--- config.mk ---
export PLATFORM = sky130hd
export DESIGN_NAME = glitch_split_addsub
export DESIGN_NICKNAME = d
export VERILOG_FILES = /design/src/rtl/gss_pkg.sv /design/src/rtl/gss_detect.sv /design/src/rtl/gss_operand_gate.sv /design/src/rtl/gss_low_adder.sv /design/src/rtl/gss_high_rebuild.sv /design/src/rtl/glitch_split_addsub.sv
export SDC_FILE = /design/constraint.sdc
export NUM_CORES = 1
export LEC_CHECK = 0
export BUFFER_PORTS_ARGS = -buffer_cell sky130_fd_sc_hd__buf_4
export CORE_MARGIN = 1.5
export CORE_UTILIZATION = 50
export DETAILED_ROUTE_END_ITERATION = 10
export HOLD_SLACK_MARGIN = 0.08
export PLACE_DENSITY = 0.74
export SYNTH_ARGS = -nofsm -noshare
export SYNTH_HDL_FRONTEND = slang
export SYNTH_SLANG_ARGS = --single-unit
--- constraint.sdc ---
create_clock -name clk -period 4.9 [get_ports clk]
set_input_delay 0.98 -clock clk [delete_from_list [all_inputs] [get_ports clk]]
set_output_delay 0.98 -clock clk [all_outputs]
set_load 0.05 [all_outputs]
--- src/rtl/gss_pkg.sv ---
package gss_pkg;

  // How many of the two high operand bytes are all ones, when both are trivial
  typedef enum logic [1:0] {
    SC_NONE = 2'd0,
    SC_ONE  = 2'd1,
    SC_BOTH = 2'd2
  } sign_case_e;

endpackage

--- src/rtl/gss_detect.sv ---
module gss_detect
  import gss_pkg::*;
#(
  parameter int HW = 8
) (
  input  logic [HW-1:0] a_hi,
  input  logic [HW-1:0] b_hi,
  output logic          close,
  output sign_case_e    scase
);
  logic a_zero, a_ones, b_zero, b_ones;

  always_comb begin
    a_zero = ~|a_hi;
    a_ones = &a_hi;
    b_zero = ~|b_hi;
    b_ones = &b_hi;
    // close=0 means the high adder is not needed
    close  = ~((a_zero | a_ones) & (b_zero | b_ones));
    if (a_ones && b_ones)      scase = SC_BOTH;
    else if (a_ones || b_ones) scase = SC_ONE;
    else                       scase = SC_NONE;
  end
endmodule

--- src/rtl/gss_operand_gate.sv ---
module gss_operand_gate #(
  parameter int HW = 8
) (
  input  logic          close,
  input  logic [HW-1:0] a_hi,
  input  logic [HW-1:0] b_hi,
  output logic [HW-1:0] a_g,
  output logic [HW-1:0] b_g
);
  // One AND gate per operand bit acts as the hold/zero element
  for (genvar i = 0; i < HW; i++) begin : g_and
    assign a_g[i] = a_hi[i] & close;
    assign b_g[i] = b_hi[i] & close;
  end
endmodule

--- src/rtl/gss_low_adder.sv ---
module gss_low_adder #(
  parameter int LW = 8
) (
  input  logic [LW-1:0] a,
  input  logic [LW-1:0] b,
  input  logic          cin,
  output logic [LW-1:0] sum,
  output logic          cout
);
  logic [LW:0] total;

  always_comb begin
    total = {1'b0, a} + {1'b0, b} + {{LW{1'b0}}, cin};
    sum   = total[LW-1:0];
    cout  = total[LW];
  end
endmodule

--- src/rtl/gss_high_rebuild.sv ---
module gss_high_rebuild
  import gss_pkg::*;
#(
  parameter int HW = 8
) (
  input  logic [HW-1:0] a_g,
  input  logic [HW-1:0] b_g,
  input  logic          c_in,
  input  logic          close,
  input  sign_case_e    scase,
  output logic [HW-1:0] hi_sum
);
  localparam logic [HW-1:0] ALL1 = {HW{1'b1}};
  localparam logic [HW-1:0] ONE  = {{(HW-1){1'b0}}, 1'b1};
  localparam logic [HW-1:0] FE   = {{(HW-1){1'b1}}, 1'b0};

  logic [HW-1:0] full_sum;
  logic [HW-1:0] rebuilt;

  always_comb begin
    // Real adder: inputs are zero when close=0, so it stays quiet
    full_sum = a_g + b_g + {{(HW-1){1'b0}}, c_in & close};
    // Sign-extension glue: sum of two sign bytes plus incoming carry
    unique case (scase)
      SC_BOTH: rebuilt = c_in ? ALL1 : FE;
      SC_ONE:  rebuilt = c_in ? '0 : ALL1;
      default: rebuilt = c_in ? ONE : '0;
    endcase
    hi_sum = close ? full_sum : rebuilt;
  end
endmodule

--- src/rtl/glitch_split_addsub.sv ---
module glitch_split_addsub
  import gss_pkg::*;
#(
  parameter int WIDTH  = 16,
  parameter int LOW_W  = 8,
  parameter int IN_REG = 1,
  parameter int CNT_W  = 16
) (
  input  logic             clk,
  input  logic             rst,
  input  logic             in_valid,
  input  logic [WIDTH-1:0] op_a,
  input  logic [WIDTH-1:0] op_b,
  input  logic             sub,
  output logic             out_valid,
  output logic [WIDTH-1:0] result,
  output logic             gated,
  output logic [CNT_W-1:0] gated_count
);
  localparam int HIGH_W = WIDTH - LOW_W;
  localparam int LAT    = IN_REG + 1;

  logic             s_valid;
  logic [WIDTH-1:0] s_a;
  logic [WIDTH-1:0] s_b;
  logic             s_sub;

  // Optional operand register
  if (IN_REG != 0) begin : g_inreg
    always_ff @(posedge clk) begin
      if (rst) begin
        s_valid <= 1'b0;
        s_a     <= '0;
        s_b     <= '0;
        s_sub   <= 1'b0;
      end else begin
        s_valid <= in_valid;
        s_a     <= op_a;
        s_b     <= op_b;
        s_sub   <= sub;
      end
    end
  end else begin : g_noreg
    always_comb begin
      s_valid = in_valid;
      s_a     = op_a;
      s_b     = op_b;
      s_sub   = sub;
    end
  end

  logic [WIDTH-1:0]  b_eff;
  logic [HIGH_W-1:0] hi_a_raw, hi_b_raw, hi_a_g, hi_b_g, hi_sum;
  logic [LOW_W-1:0]  lo_sum;
  logic              lo_cout;
  logic              close_w;
  sign_case_e        scase;

  always_comb begin
    b_eff    = s_sub ? ~s_b : s_b;
    hi_a_raw = s_a[WIDTH-1:LOW_W];
    hi_b_raw = b_eff[WIDTH-1:LOW_W];
  end

  gss_low_adder #(.LW(LOW_W)) u_lo (
    .a   (s_a[LOW_W-1:0]),
    .b   (b_eff[LOW_W-1:0]),
    .cin (s_sub),
    .sum (lo_sum),
    .cout(lo_cout)
  );

  gss_detect #(.HW(HIGH_W)) u_det (
    .a_hi (hi_a_raw),
    .b_hi (hi_b_raw),
    .close(close_w),
    .scase(scase)
  );

  gss_operand_gate #(.HW(HIGH_W)) u_gate (
    .close(close_w),
    .a_hi (hi_a_raw),
    .b_hi (hi_b_raw),
    .a_g  (hi_a_g),
    .b_g  (hi_b_g)
  );

  gss_high_rebuild #(.HW(HIGH_W)) u_hi (
    .a_g   (hi_a_g),
    .b_g   (hi_b_g),
    .c_in  (lo_cout),
    .close (close_w),
    .scase (scase),
    .hi_sum(hi_sum)
  );

  // Registered outputs; result and flag hold while idle
  always_ff @(posedge clk) begin
    if (rst) begin
      out_valid   <= 1'b0;
      result      <= '0;
      gated       <= 1'b0;
      gated_count <= '0;
    end else begin
      out_valid <= s_valid;
      if (s_valid) begin
        result <= {hi_sum, lo_sum};
        gated  <= ~close_w;
        if (!close_w) gated_count <= gated_count + 1'b1;
      end
    end
  end
endmodule

# After elaboration in Yosys (flattened, before gate mapping)
# Cells that the tools add are included.
word_totals:
  regBits: 68
  output_inout_bits: 34
  input_bits: 36
  elab_cells: 54
classes:
  eq_ne: 2
  n_addsub: 5
  mux: 8
  bitwise_logic: 22
  n_reduce_logical: 9
ops:
  columns: ["cell", "count"]
  rows:
  - ["1-bit AND", 18]
  - ["16-bit by 1-bit adder with 16-bit output, second input constant", 1]
  - ["16-bit two-way mux", 1]
  - ["8-bit two-way mux", 2]
  - ["16-bit inverter", 1]
  - ["8-bit one-hot mux with 2 select lines", 1]
  - ["8-bit AND reduction", 2]
  - ["8-bit OR reduction", 2]
  - ["8-bit by 8-bit adder with 9-bit output", 1]
  - ["9-bit by 1-bit adder with 9-bit output", 1]
  - ["8-bit by 1-bit adder with 8-bit output", 1]
  - ["8-bit adder", 1]
  - ["1-bit two-way mux", 3]
  - ["2-bit by 1-bit equality test with 1-bit output, second input constant", 1]
  - ["2-bit equality test, second input constant", 1]
  - ["1-bit logical NOT", 2]
  - ["2-bit two-way mux", 1]
  - ["1-bit OR", 2]
  - ["2-bit AND reduction", 1]
  - ["1-bit logical AND", 1]
  - ["1-bit logical OR", 1]
  - ["1-bit inverter", 1]

# Depth between registers and ports, before layout
# Gate-level depths: netlist of the first run.
logic_depth:
  ltp_word: 11
  mapped_depth: 17
  mapped_depth_nobuf: 16

# Hierarchy
# From an unflattened synthesis of the first run, not the netlist that was laid out.
hier_totals:
  hier_cells: 371
  area_unflattened_um2: 3439.5
by_module_without_submodules:
  columns: ["module", "area_each_um2", "cells_each", "n_inst"]
  rows:
  - ["glitch_split_addsub", 2389.8, 226, 1]
  - ["gss_high_rebuild", 503.0, 74, 1]
  - ["gss_low_adder", 331.6, 40, 1]
  - ["gss_operand_gate", 126.4, 17, 1]
  - ["gss_detect", 88.8, 14, 1]

# Worst setup path after synthesis of the first run
# OpenSTA, ideal clock, no wires.
synth_timing:
  path_type: "reg-to-reg"
  start: "register s_sub"
  end: "register result[14]"
  period_less_slack_ps: 4181
  arrival_ps: 4065
  setup_slack_ps: 719
  path_stages_with_launch: 18
  n_path_buf: 2
  cell_sequence: "dfxtp_1 -> buf_2 -> buf_1 -> xor2_1 -> ha_1 -> nor2b_1 -> o21ai_0 -> a21boi_1 -> o311ai_0 -> a21oi_1 -> fa_1 -> fa_1 -> a21o_1 -> a21oi_1 -> o21bai_1 -> a21oi_1 -> xnor2_1 -> a31o_2"
synth_between:
  elab_chain_cells: 10
  elab_cells_between_ends: 35
  cone_classes: "4 x add/sub; 2 x eq/ne; 6 x mux; 18 x bitwise; 5 x reduce/logical"
synth_lines:
  columns: ["element", "line", "rtl"]
  rows:
  - ["from (decl)", "glitch_split_addsub.sv:26", "logic s_sub;"]
  - ["from (signal assigned)", "glitch_split_addsub.sv:40", "s_sub <= sub;"]
  - ["branches (longest 9 deep; another with 8-bit by 8-bit adder with 9-bit output)", null, null]
  - ["8-bit two-way mux (*)", "gss_high_rebuild.sv:29", "hi_sum = close ? full_sum : rebuilt;"]
  - ["to (signal assigned)", "glitch_split_addsub.sv:107", "result <= {hi_sum, lo_sum};"]
  - ["to (decl)", "glitch_split_addsub.sv:16", "output logic [WIDTH-1:0] result,"]
# Mark *: on every way between the ends.
# A chain may end at the register's enable or synchronous reset.

# Worst setup path in the final report of the first run
layout_timing:
  start: "register s_b[0]"
  end: "register result[14]"
layout_between:
  elab_chain_cells: 7
  elab_cells_between_ends: 9
  cone_classes: "3 x add/sub; 4 x mux; 2 x bitwise"
layout_lines:
  columns: ["element", "line", "rtl"]
  rows:
  - ["from (decl)", "glitch_split_addsub.sv:25", "logic [WIDTH-1:0] s_b;"]
  - ["from (signal assigned)", "glitch_split_addsub.sv:39", "s_b <= op_b;"]
  - ["16-bit inverter", "glitch_split_addsub.sv:60", "b_eff = s_sub ? ~s_b : s_b;"]
  - ["16-bit two-way mux (*)", "glitch_split_addsub.sv:60", null]
  - ["8-bit by 8-bit adder with 9-bit output (*)", "gss_low_adder.sv:13", "total = {1'b0, a} + {1'b0, b} + {{LW{1'b0}}, cin};"]
  - ["9-bit by 1-bit adder with 9-bit output (*)", "gss_low_adder.sv:13", null]
  - ["1-bit AND / 8-bit two-way mux (equally long branches)", "gss_high_rebuild.sv:22, gss_high_rebuild.sv:26", null]
  - ["8-bit by 1-bit adder with 8-bit output / 8-bit one-hot mux with 2 select lines (equally long branches)", "gss_high_rebuild.sv:22, gss_high_rebuild.sv:24", null]
  - ["8-bit two-way mux (*)", "gss_high_rebuild.sv:29", null]
# Every way passes the cells marked *; elsewhere a longest branch is shown, timed or not.

==> results of run 1 <==
[layer usage]
metal  share of wire  routed length, µm  up-vias  GRT usage
li1                -                  -     1317          -
met1            0.45               2810     1148      0.209
met2            0.48               3000       59      0.304
met3           0.043                271       15     0.0413
met4           0.026                164        0     0.0984
met5               0                  0        -          0
[per-stage QoR]
step	std cells	hold slack [ps]	setup WS (ps)	instance area (µm²)
floorplan	353	541	719	3300
global placement	483	472	957	3840
detailed placement	483	473	814	3840
CTS	499	488	806	4070
global route	499	518	474	4070
finish	499	482	846	4070
[power by group]
group,switching [mW],internal [mW]
clock network,0.217,0.290
registers,0.0167,0.579
logic,0.134,0.108
[state kept, by name, summed over array words and instances, names as in the netlist]
signal       count
s_sub            1
gated_count     16
s_valid          1
gated            1
result          16
s_b             16
s_a             16
out_valid        1
[kinds of logic after synthesis]
group,Yosys count,synth area share
buffers and inverters,25,0.0338
flip-flops,68,0.413
adder cells (fa/ha/maj),18,0.0774
multiplexers,7,0.0212
XOR/XNOR,42,0.111
AO/OA/AOI/OAI,39,0.0872
AND/OR/NAND/NOR,154,0.256
[worst max-delay path: cells and delay by family (launching register included)]
family / cells / cell delay, ps
flip-flops: 1 / 360
adder cells (fa/ha/maj): 3 / 1150
XOR/XNOR: 1 / 90
multiplexers: 1 / 380
AND/OR/NAND/NOR: 1 / 60
AO/OA/AOI/OAI: 9 / 1920
[worst max-delay path by stage]
stage | endpoint | slack [ps] | cells past startpoint
finish | result[14] | 850 | 15
global route | result[14] | 470 | 15
CTS | result[14] | 810 | 15
detailed placement | result[14] | 810 | 15
global placement | result[14] | 960 | 15
floorplan | result[14] | 720 | 17
[placed cells by master, fill, tap and decap left out, drive strengths merged, types with 3 or more instances in the layout]
| cell | count |
|---|---|
| buf | 71 |
| dfxtp | 68 |
| nor2 | 43 |
| nor2b | 35 |
| xnor2 | 28 |
| nand2 | 14 |
| xor2 | 14 |
| a21oi | 14 |
| ha | 14 |
| nand3 | 13 |
| nor3 | 11 |
| clkbuf | 9 |
| inv | 9 |
| and2 | 7 |
| mux2i | 7 |
| nor4 | 7 |
| nand4 | 6 |
| nand2b | 6 |
| o21ai | 4 |
| fa | 4 |
| or2 | 3 |
| nor3b | 3 |
[final cells by class]
| cell class | instances | share of cell area |
|---|---|---|
| clock buffers | 9 | 0.0305 |
| flip-flops and latches | 68 | 0.335 |
| clock inverters | 7 | 0.0243 |
| repair buffers | 71 | 0.131 |
| well taps | 77 | 0.0237 |
| inverters | 7 | 0.00646 |
| multi-input cells | 260 | 0.449 |
==> flow_metrics.env, run 1 <==
export IMPL_status="finished, final reports clean"
export IMPL_hold_end="result[15]"
export IMPL_drt_initial_drc_count=106
export IMPL_p_leak_nw=1.71
export IMPL_drv_cap=0
export IMPL_placementRows=29
export IMPL_drive_above_1_share=0.244
export IMPL_fp_dieW_um=84.2
export IMPL_multi_input_area_um2=1830
export IMPL_dp_hpwl_mm=4.75
export IMPL_fin_crit_sh=0.827
export IMPL_crit_chain="mux2i_1 -> fa_1 -> nor2b_1 -> o21ai_0 -> a21boi_1 -> o311ai_0 -> a21oi_1 -> fa_1 -> fa_1 -> a21o_1 -> a21oi_1 -> o21bai_1 -> a21oi_1 -> xnor2_1 -> a31o_2"
export IMPL_final_setup_tns_ps=0
export IMPL_cts_resized=0
export IMPL_start_kind="register"
export IMPL_cp_max_fo=4
export IMPL_post_drt_wl_per_cell_um=12.5
export IMPL_wl_mm=6.24
export IMPL_setup_viol=0
export IMPL_path_clk_slew_ps=80
export IMPL_antenna_found_initial=0
export IMPL_grt_first_pass_wirelength_mm=10.2
export IMPL_rrSetupSlack_ps=850
export IMPL_async_flop_share=0
export IMPL_hp_start="result[15]"
export IMPL_hold_depth=2
export IMPL_final_antenna_net_count=0
export IMPL_critPathLaunch="s_b[0]"
export IMPL_critPathRequiredTime_ps=5140
export IMPL_grt_pass1_vias=2402
export IMPL_post_synth_top_count_cell="dfxtp_1"
export IMPL_die_y_um=84.2
export IMPL_yosysSeqAreaShare=0.413
export IMPL_synth_edf_count=0
export IMPL_syn_num_nets=407
export IMPL_cp_slowest_cell="o311ai_0"
export IMPL_relSlewSlack=0.570
export IMPL_io_buffer_count=69
export IMPL_final_max_slew_viol_count=0
export IMPL_fillers=532
export IMPL_synth_cell_types=47
export IMPL_worstSetupPathType="register to register"
export IMPL_fp_coreArea_um2=6350
export IMPL_cellPowerDensity_nw_per_um2=331
export IMPL_grt_usage=0.179
export IMPL_cts_buffers=9
export IMPL_worstPathArrival_ps=4290
export IMPL_cp_end_kind="register"
export IMPL_synth_yosys_warnings=0
export IMPL_hold_viol=0
export IMPL_num_vias=2539
export IMPL_viasPerCell=5.09
export IMPL_r2r_start="s_b[0]"
export IMPL_max_stage_delay_ps=520
export IMPL_hp_class="register to register"
export IMPL_clock_sinks=68
export IMPL_min_period_ps=4050
export IMPL_grt_max_degree=69
export IMPL_synthCells=353
export IMPL_clockBufferDepth=2
export IMPL_yosysTopAreaCell="dfxtp_1"
export IMPL_syn_area_um2=3300
export IMPL_synthTopCellsByCount="68 x dfxtp_1, 42 x nor2_1, 35 x nor2b_1"
export IMPL_synth_seq_cells=68
export IMPL_initial_core_util=0.520
export IMPL_synthTopCellsByArea="dfxtp_1 41%, xnor2_1 7.4%, nor2b_1 6.6%"
export IMPL_rr_worst_depth=15
export IMPL_grt_ovfl_total=0
export IMPL_h_tree_depth=3
export IMPL_post_cts_buffers=0
export IMPL_ir_worst_vdd_v=0.000256
export IMPL_synth_ff_type="dfxtp_1"
export IMPL_boundaryPins=70
export IMPL_tightest_slew_ps=646
export IMPL_rsz0062_at_grt="no"
export IMPL_avgSynthCellArea_um2=9.35
export IMPL_fin_util=0.640
export IMPL_drc_errors=0
export IMPL_tritoncts="done"
export IMPL_power_mw=1.34
export IMPL_place_congestion=0.822
export IMPL_clock_root_buffer="clkbuf_8"
export IMPL_r2r_end="result[14]"
export IMPL_diodes=0
export IMPL_fmax_mhz=247
export IMPL_nets=471
export IMPL_cts_hold_buffers=0
export IMPL_skew_ps=9.45
export IMPL_areaGrowthSynthToFinish_pct=23.2
export IMPL_dr_pass1_iters=4
export IMPL_die_area_um2=7100
export IMPL_worstSkewPairLatency_ps=340
export IMPL_seq_area_um2=1360
export IMPL_synth_top_area_frac=0.413
Note: power is estimated with default switching activity, not from simulation.
==> run 2: changes to the inputs <==
Clock period 4.9 ns to 4.2 ns, I/O delays scaled along.
==> run 2 against run 1 <==
Net effect:
- sequential share of layout area is 0.37 points higher
- cell count grew 0.40%
- first-iteration DRC count is 23% lower
- count of clock-buffer cells in the layout rose by 5
- flip-flop and latch count is the same
- critical endpoint unchanged
- largest cell class unchanged
- highest routed layer unchanged
==> flow_metrics.env, run 2 (same netlist as run 1, synthesis figures left out) <==
export IMPL_grt_first_pass_wirelength_mm=10.6
export IMPL_grt_ovfl_total=0
export IMPL_post_drt_wl_per_cell_um=12.9
export IMPL_crit_family="compound AO/OA/AOI/OAI gates"
export IMPL_start_kind="register"
export IMPL_grt_pass1_vias=2430
export IMPL_drive_above_1_share=0.238
export IMPL_fp_coreArea_um2=6350
export IMPL_p_seq_frac=0.485
export IMPL_combPwrFrac=0.199
export IMPL_grt_max_degree=69
export IMPL_cp_end_kind="register"
export IMPL_max_stage_delay_ps=440
export IMPL_clock_sinks=68
export IMPL_io_buffer_count=69
export IMPL_cellPowerDensity_nw_per_um2=357
export IMPL_hp_class="register to register"
export IMPL_cts_hold_buffers=0
export IMPL_die_area_um2=7100
export IMPL_fmax_mhz=257
export IMPL_wl_mm=6.48
export IMPL_cp_max_fo=15
export IMPL_min_period_ps=3890
export IMPL_relSlewSlack=0.571
export IMPL_viasPerCell=5.16
export IMPL_mostFrequentLayoutCells="73 x buf_4, 68 x dfxtp_1, 42 x nor2_1"
export IMPL_fillers=545
export IMPL_hold_viol=0
export IMPL_holdWs_ps=483
export IMPL_crit_chain="buf_4 -> xor2_1 -> ha_1 -> o21ai_0 -> a21boi_1 -> o311ai_1 -> a21oi_1 -> fa_1 -> fa_1 -> a21o_1 -> a21oi_1 -> o21bai_1 -> a21oi_1 -> xnor2_1 -> a31o_2"
export IMPL_drt_initial_drc_count=82
export IMPL_worstSetupPathType="register to register"
export IMPL_stdcell_count=501
export IMPL_setup_viol=0
export IMPL_rsz0062_at_grt="no"
export IMPL_crit_top_cell="a21oi_1"
export IMPL_p_leak_nw=1.69
export IMPL_dp_cells=485
export IMPL_drv_cap=0
export IMPL_clock_root_buffer="clkbuf_8"
export IMPL_path_clk_slew_ps=70
export IMPL_fp_dieW_um=84.2
export IMPL_drc_errors=0
export IMPL_ir_worst_vdd_v=0.000195
export IMPL_status="finished, final reports clean"
export IMPL_dr_pass1_iters=4
export IMPL_dp_hpwl_mm=4.86
export IMPL_boundaryPins=70
export IMPL_h_tree_depth=3
export IMPL_netSwitchingFraction=0.281
export IMPL_final_setup_tns_ps=0
export IMPL_place_ws_ps=268
export IMPL_nets=473
export IMPL_rrSetupSlack_ps=310
export IMPL_grt_usage=0.186
export IMPL_die_y_um=84.2
export IMPL_cts_buffers=9
export IMPL_worstSkewPairLatency_ps=340
export IMPL_placementRows=29
export IMPL_final_common_cell="buf_4"
export IMPL_clockBufferDepth=2
export IMPL_final_antenna_net_count=0
export IMPL_tightest_slew_ps=643
export IMPL_switching_power_mw=0.403
export IMPL_place_congestion=0.825
export IMPL_clockPowerShare=0.316
export IMPL_antenna_found_initial=0
export IMPL_diodes=0
export IMPL_worst_slack_ps=307
export IMPL_cp_slowest_cell="fa_1"
export IMPL_initial_core_util=0.520
export IMPL_skew_ps=10.1
export IMPL_num_vias=2586
export IMPL_areaGrowthSynthToFinish_pct=21.9
export IMPL_final_max_slew_viol_count=0
export IMPL_path_buf_inv=1
export IMPL_tritoncts="done"
export IMPL_critPathRequiredTime_ps=4430
export IMPL_worstPathArrival_ps=4130
export IMPL_p_int_mw=1.03
export IMPL_fin_crit_sh=0.927
## run 2: changes by cell type in the layout (fill, tap and decap cells not counted)
| cell | delta |
|---|---|
| o311ai_1 | +1 |
| clkinvlp_4 | -1 |
| clkbuf_1 | +4 |
| o311ai_0 | -1 |
| bufinv_16 | -2 |
| buf_4 | +2 |
| inv_6 | -2 |
| clkbuf_8 | +1 |
| clkinv_4 | -1 |
| clkinv_2 | +1 |
## run 2: power by group through the flow
stage | Sequential, mW | Combinational, mW | Clock [mW]
finish | 0.696 | 0.286 | 0.454
detailed placement | 0.710 | 0.285 | 0
global route | 0.699 | 0.313 | 0.494
floorplan | 0.751 | 0.162 | 0
CTS | 0.696 | 0.287 | 0.468
global placement | 0.709 | 0.279 | 0
## run 2: worst register-to-register path, stage by stage, from the launching register on
cell and delay [ps]:
dfxtp_1 430, buf_4 280, xor2_1 190, ha_1 320, o21ai_0 140, a21boi_1 140
o311ai_1 310, a21oi_1 140, fa_1 440, fa_1 420, a21o_1 180, a21oi_1 210
o21bai_1 80, a21oi_1 180, xnor2_1 90, a31o_2 240
## run 2: what timing repair did
action                                  CTS  global route
hold endpoints to repair                  0             0
gates resized for setup                   0             1
buffers inserted                          0             0
endpoints found under the setup margin    0             1
## run 2: area by class of cell
class	instances	area [µm²]	share of cell area
clock buffers	14	153	0.0380
multi-input cells	260	1830	0.454
inverters	7	26.3	0.00653
well taps	77	96.3	0.0240
clock inverters	2	10.0	0.00249
flip-flops and latches	68	1360	0.339
repair buffers	73	548	0.136
## run 2: through the flow
step	total power, mW	cell area [µm²]	utilization
floorplan	0.913	3300	-
global placement	0.989	3860	0.608
detailed placement	0.995	3860	0.608
CTS	1.45	4020	0.633
global route	1.51	4020	0.633
finish	1.44	4020	0.633
## run 2: path summary, 6_finish.rpt
path                    from  depth (start not counted)    endpoint
setup / recovery       s_sub                         15  result[14]
hold / removal    result[15]                          2  result[15]
setup reg to reg       s_sub                         15  result[14]
hold reg to reg   result[15]                          2  result[15]
## run 2: layer usage
| metal | track usage | share of wire | wire length, µm | vias up |
|---|---|---|---|---|
| met4 | 0.0820 | 0.016 | 104 | 0 |
| met1 | 0.222 | 0.45 | 2900 | 1186 |
| met5 | 0 | 0 | 0 | - |
| met2 | 0.313 | 0.48 | 3130 | 66 |
| li1 | - | - | - | 1327 |
| met3 | 0.0521 | 0.053 | 346 | 7 |
==> run 3: changes to the inputs <==
Settings changed: CORE_MARGIN 1.5 to 2.
==> run 3 against run 2 <==
Net effect:
- non-clock buffer count is the same
- worst setup slack gained 95 ps
- sequential share of layout area shrank 0.77 points
- via count grew 0.39%
- worst hold slack is essentially flat
- global-route usage shrank 0.14 points
- maximum frequency grew 2.5%
- register-to-register slack gained 90 ps
- flip-flop and latch count is the same
- critical path depth is the same
- clock skew shrank 2.2 ps
- design area grew 2.3%
==> flow_metrics.env, run 3 (same netlist as run 1, synthesis figures left out) <==
export IMPL_tritoncts="done"
export IMPL_clock_sinks=68
export IMPL_final_antenna_net_count=0
export IMPL_setup_viol=0
export IMPL_wl_mm=6.40
export IMPL_crit_chain="buf_4 -> xor2_1 -> ha_1 -> o21ai_0 -> a21boi_1 -> o311ai_2 -> a21oi_1 -> fa_1 -> fa_1 -> a21o_1 -> a21oi_1 -> o21bai_1 -> a21oi_1 -> xnor2_1 -> a31o_2"
export IMPL_status="finished, final reports clean"
export IMPL_path_clk_slew_ps=70
export IMPL_io_buffer_count=69
export IMPL_cts_hold_buffers=0
export IMPL_num_vias=2596
export IMPL_cp_end_kind="register"
export IMPL_antenna_found_initial=0
export IMPL_cp_max_fo=15
export IMPL_dp_cells=485
export IMPL_worstSkewPairLatency_ps=340
export IMPL_crit_family="compound AO/OA/AOI/OAI gates"
export IMPL_placementRows=29
export IMPL_grt_max_degree=69
export IMPL_die_area_um2=7270
export IMPL_grt_pass1_vias=2397
export IMPL_post_cts_buffers=0
export IMPL_fin_crit_sh=0.904
export IMPL_boundaryPins=70
export IMPL_final_max_slew_viol_count=0
export IMPL_initial_core_util=0.520
export IMPL_max_stage_delay_ps=430
export IMPL_p_leak_nw=1.73
export IMPL_post_drt_wl_per_cell_um=12.8
export IMPL_tightest_slew_ps=648
export IMPL_dr_pass1_iters=4
export IMPL_worstPathArrival_ps=4030
export IMPL_skew_ps=7.93
export IMPL_power_mw=1.63
export IMPL_stdcell_count=501
export IMPL_rsz0062_at_grt="no"
export IMPL_dp_hpwl_mm=4.84
export IMPL_critPathRequiredTime_ps=4440
export IMPL_final_common_cell="buf_4"
export IMPL_clockBufferDepth=2
export IMPL_grt_first_pass_wirelength_mm=10.6
export IMPL_cp_slowest_cell="dfxtp_1"
export IMPL_ir_worst_vdd_v=0.000251
export IMPL_cts_resized=0
export IMPL_place_ws_ps=221
export IMPL_hold_depth=2
export IMPL_rr_worst_depth=15
export IMPL_r2r_end="result[14]"
export IMPL_place_congestion=0.835
export IMPL_fp_dieW_um=85.2
export IMPL_cellPowerDensity_nw_per_um2=396
export IMPL_hp_class="register to register"
export IMPL_hold_end="result[15]"
export IMPL_worstSetupPathType="register to register"
export IMPL_drv_cap=0
export IMPL_start_kind="register"
export IMPL_die_y_um=85.2
export IMPL_nets=473
export IMPL_viasPerCell=5.18
export IMPL_hp_start="result[15]"
export IMPL_h_tree_depth=3
export IMPL_mostFrequentLayoutCells="73 x buf_4, 68 x dfxtp_1, 42 x nor2_1"
export IMPL_drc_errors=0
export IMPL_hold_viol=0
export IMPL_drive_above_1_share=0.250
export IMPL_diodes=0
export IMPL_min_period_ps=3800
export IMPL_drt_initial_drc_count=79
export IMPL_final_setup_tns_ps=0
export IMPL_clock_root_buffer="clkbuf_8"
export IMPL_r2r_start="s_sub"
export IMPL_path_buf_inv=1
export IMPL_areaGrowthSynthToFinish_pct=24.7
export IMPL_fmax_mhz=263
export IMPL_grt_ovfl_total=0
export IMPL_fp_coreArea_um2=6350
export IMPL_cts_buffers=9
export IMPL_relSlewSlack=0.568
export IMPL_rrSetupSlack_ps=400
export IMPL_grt_usage=0.185
export IMPL_crit_top_cell="a21oi_1"
export IMPL_worst_slack_ps=401
[run 3: changes by cell type in the layout (fill, tap and decap cells not counted), sizes merged]
cell | previous run | this run
bufinv | 0 | 3
clkbuf | 14 | 10
clkinvlp | 0 | 1
[run 3: cell type report]
class / instances / area (µm²)
Clock buffer: 10 / 138
Tap cell: 77 / 96.3
Multi-Input combinational cell: 260 / 1830
Sequential cell: 68 / 1360
Clock inverter: 6 / 111
Timing Repair Buffer: 73 / 548
Inverter: 7 / 26.3
Fill cell: 547 / 2230
[run 3: metal layers]
layer | vias up | GRT usage | share of wire
met2 | 71 | 0.292 | 0.47
met3 | 15 | 0.0516 | 0.056
met4 | 0 | 0.0996 | 0.027
met1 | 1185 | 0.228 | 0.45
li1 | 1325 | - | -
met5 | - | 0 | 0
[run 3: worst max path at each step]
stage | depth (start not counted) | to | slack, ps | startpoint
2_1_floorplan | 17 | result[14] | 20 | s_sub
4_1_cts | 15 | result[14] | 190 | s_sub
5_1_grt | 15 | result[14] | 110 | s_sub
3_5_place_dp | 15 | result[14] | 220 | s_sub
6_report | 15 | result[14] | 400 | s_sub
3_3_place_gp | 15 | result[14] | 390 | s_sub
[run 3: tightest hold or removal path, cell delays in order (launching register included)]
cell     delay, ps
dfxtp_1        310
nor2_1          80
nor3_1          50
[run 3: metrics by stage]
stage | hold slack [ps] | cell area, µm² | util
2_1_floorplan | 541 | 3300 | -
3_3_place_gp | 470 | 3860 | 0.608
3_5_place_dp | 471 | 3860 | 0.608
4_1_cts | 482 | 4110 | 0.647
5_1_grt | 499 | 4120 | 0.648
6_report | 482 | 4120 | 0.648
[run 3: power breakdown]
group | internal (mW) | total, mW | leakage [nW] | switching [mW]
Combinational | 0.128 | 0.287 | 1.05 | 0.159
Sequential | 0.676 | 0.695 | 0.560 | 0.0196
Clock | 0.410 | 0.648 | 0.122 | 0.238
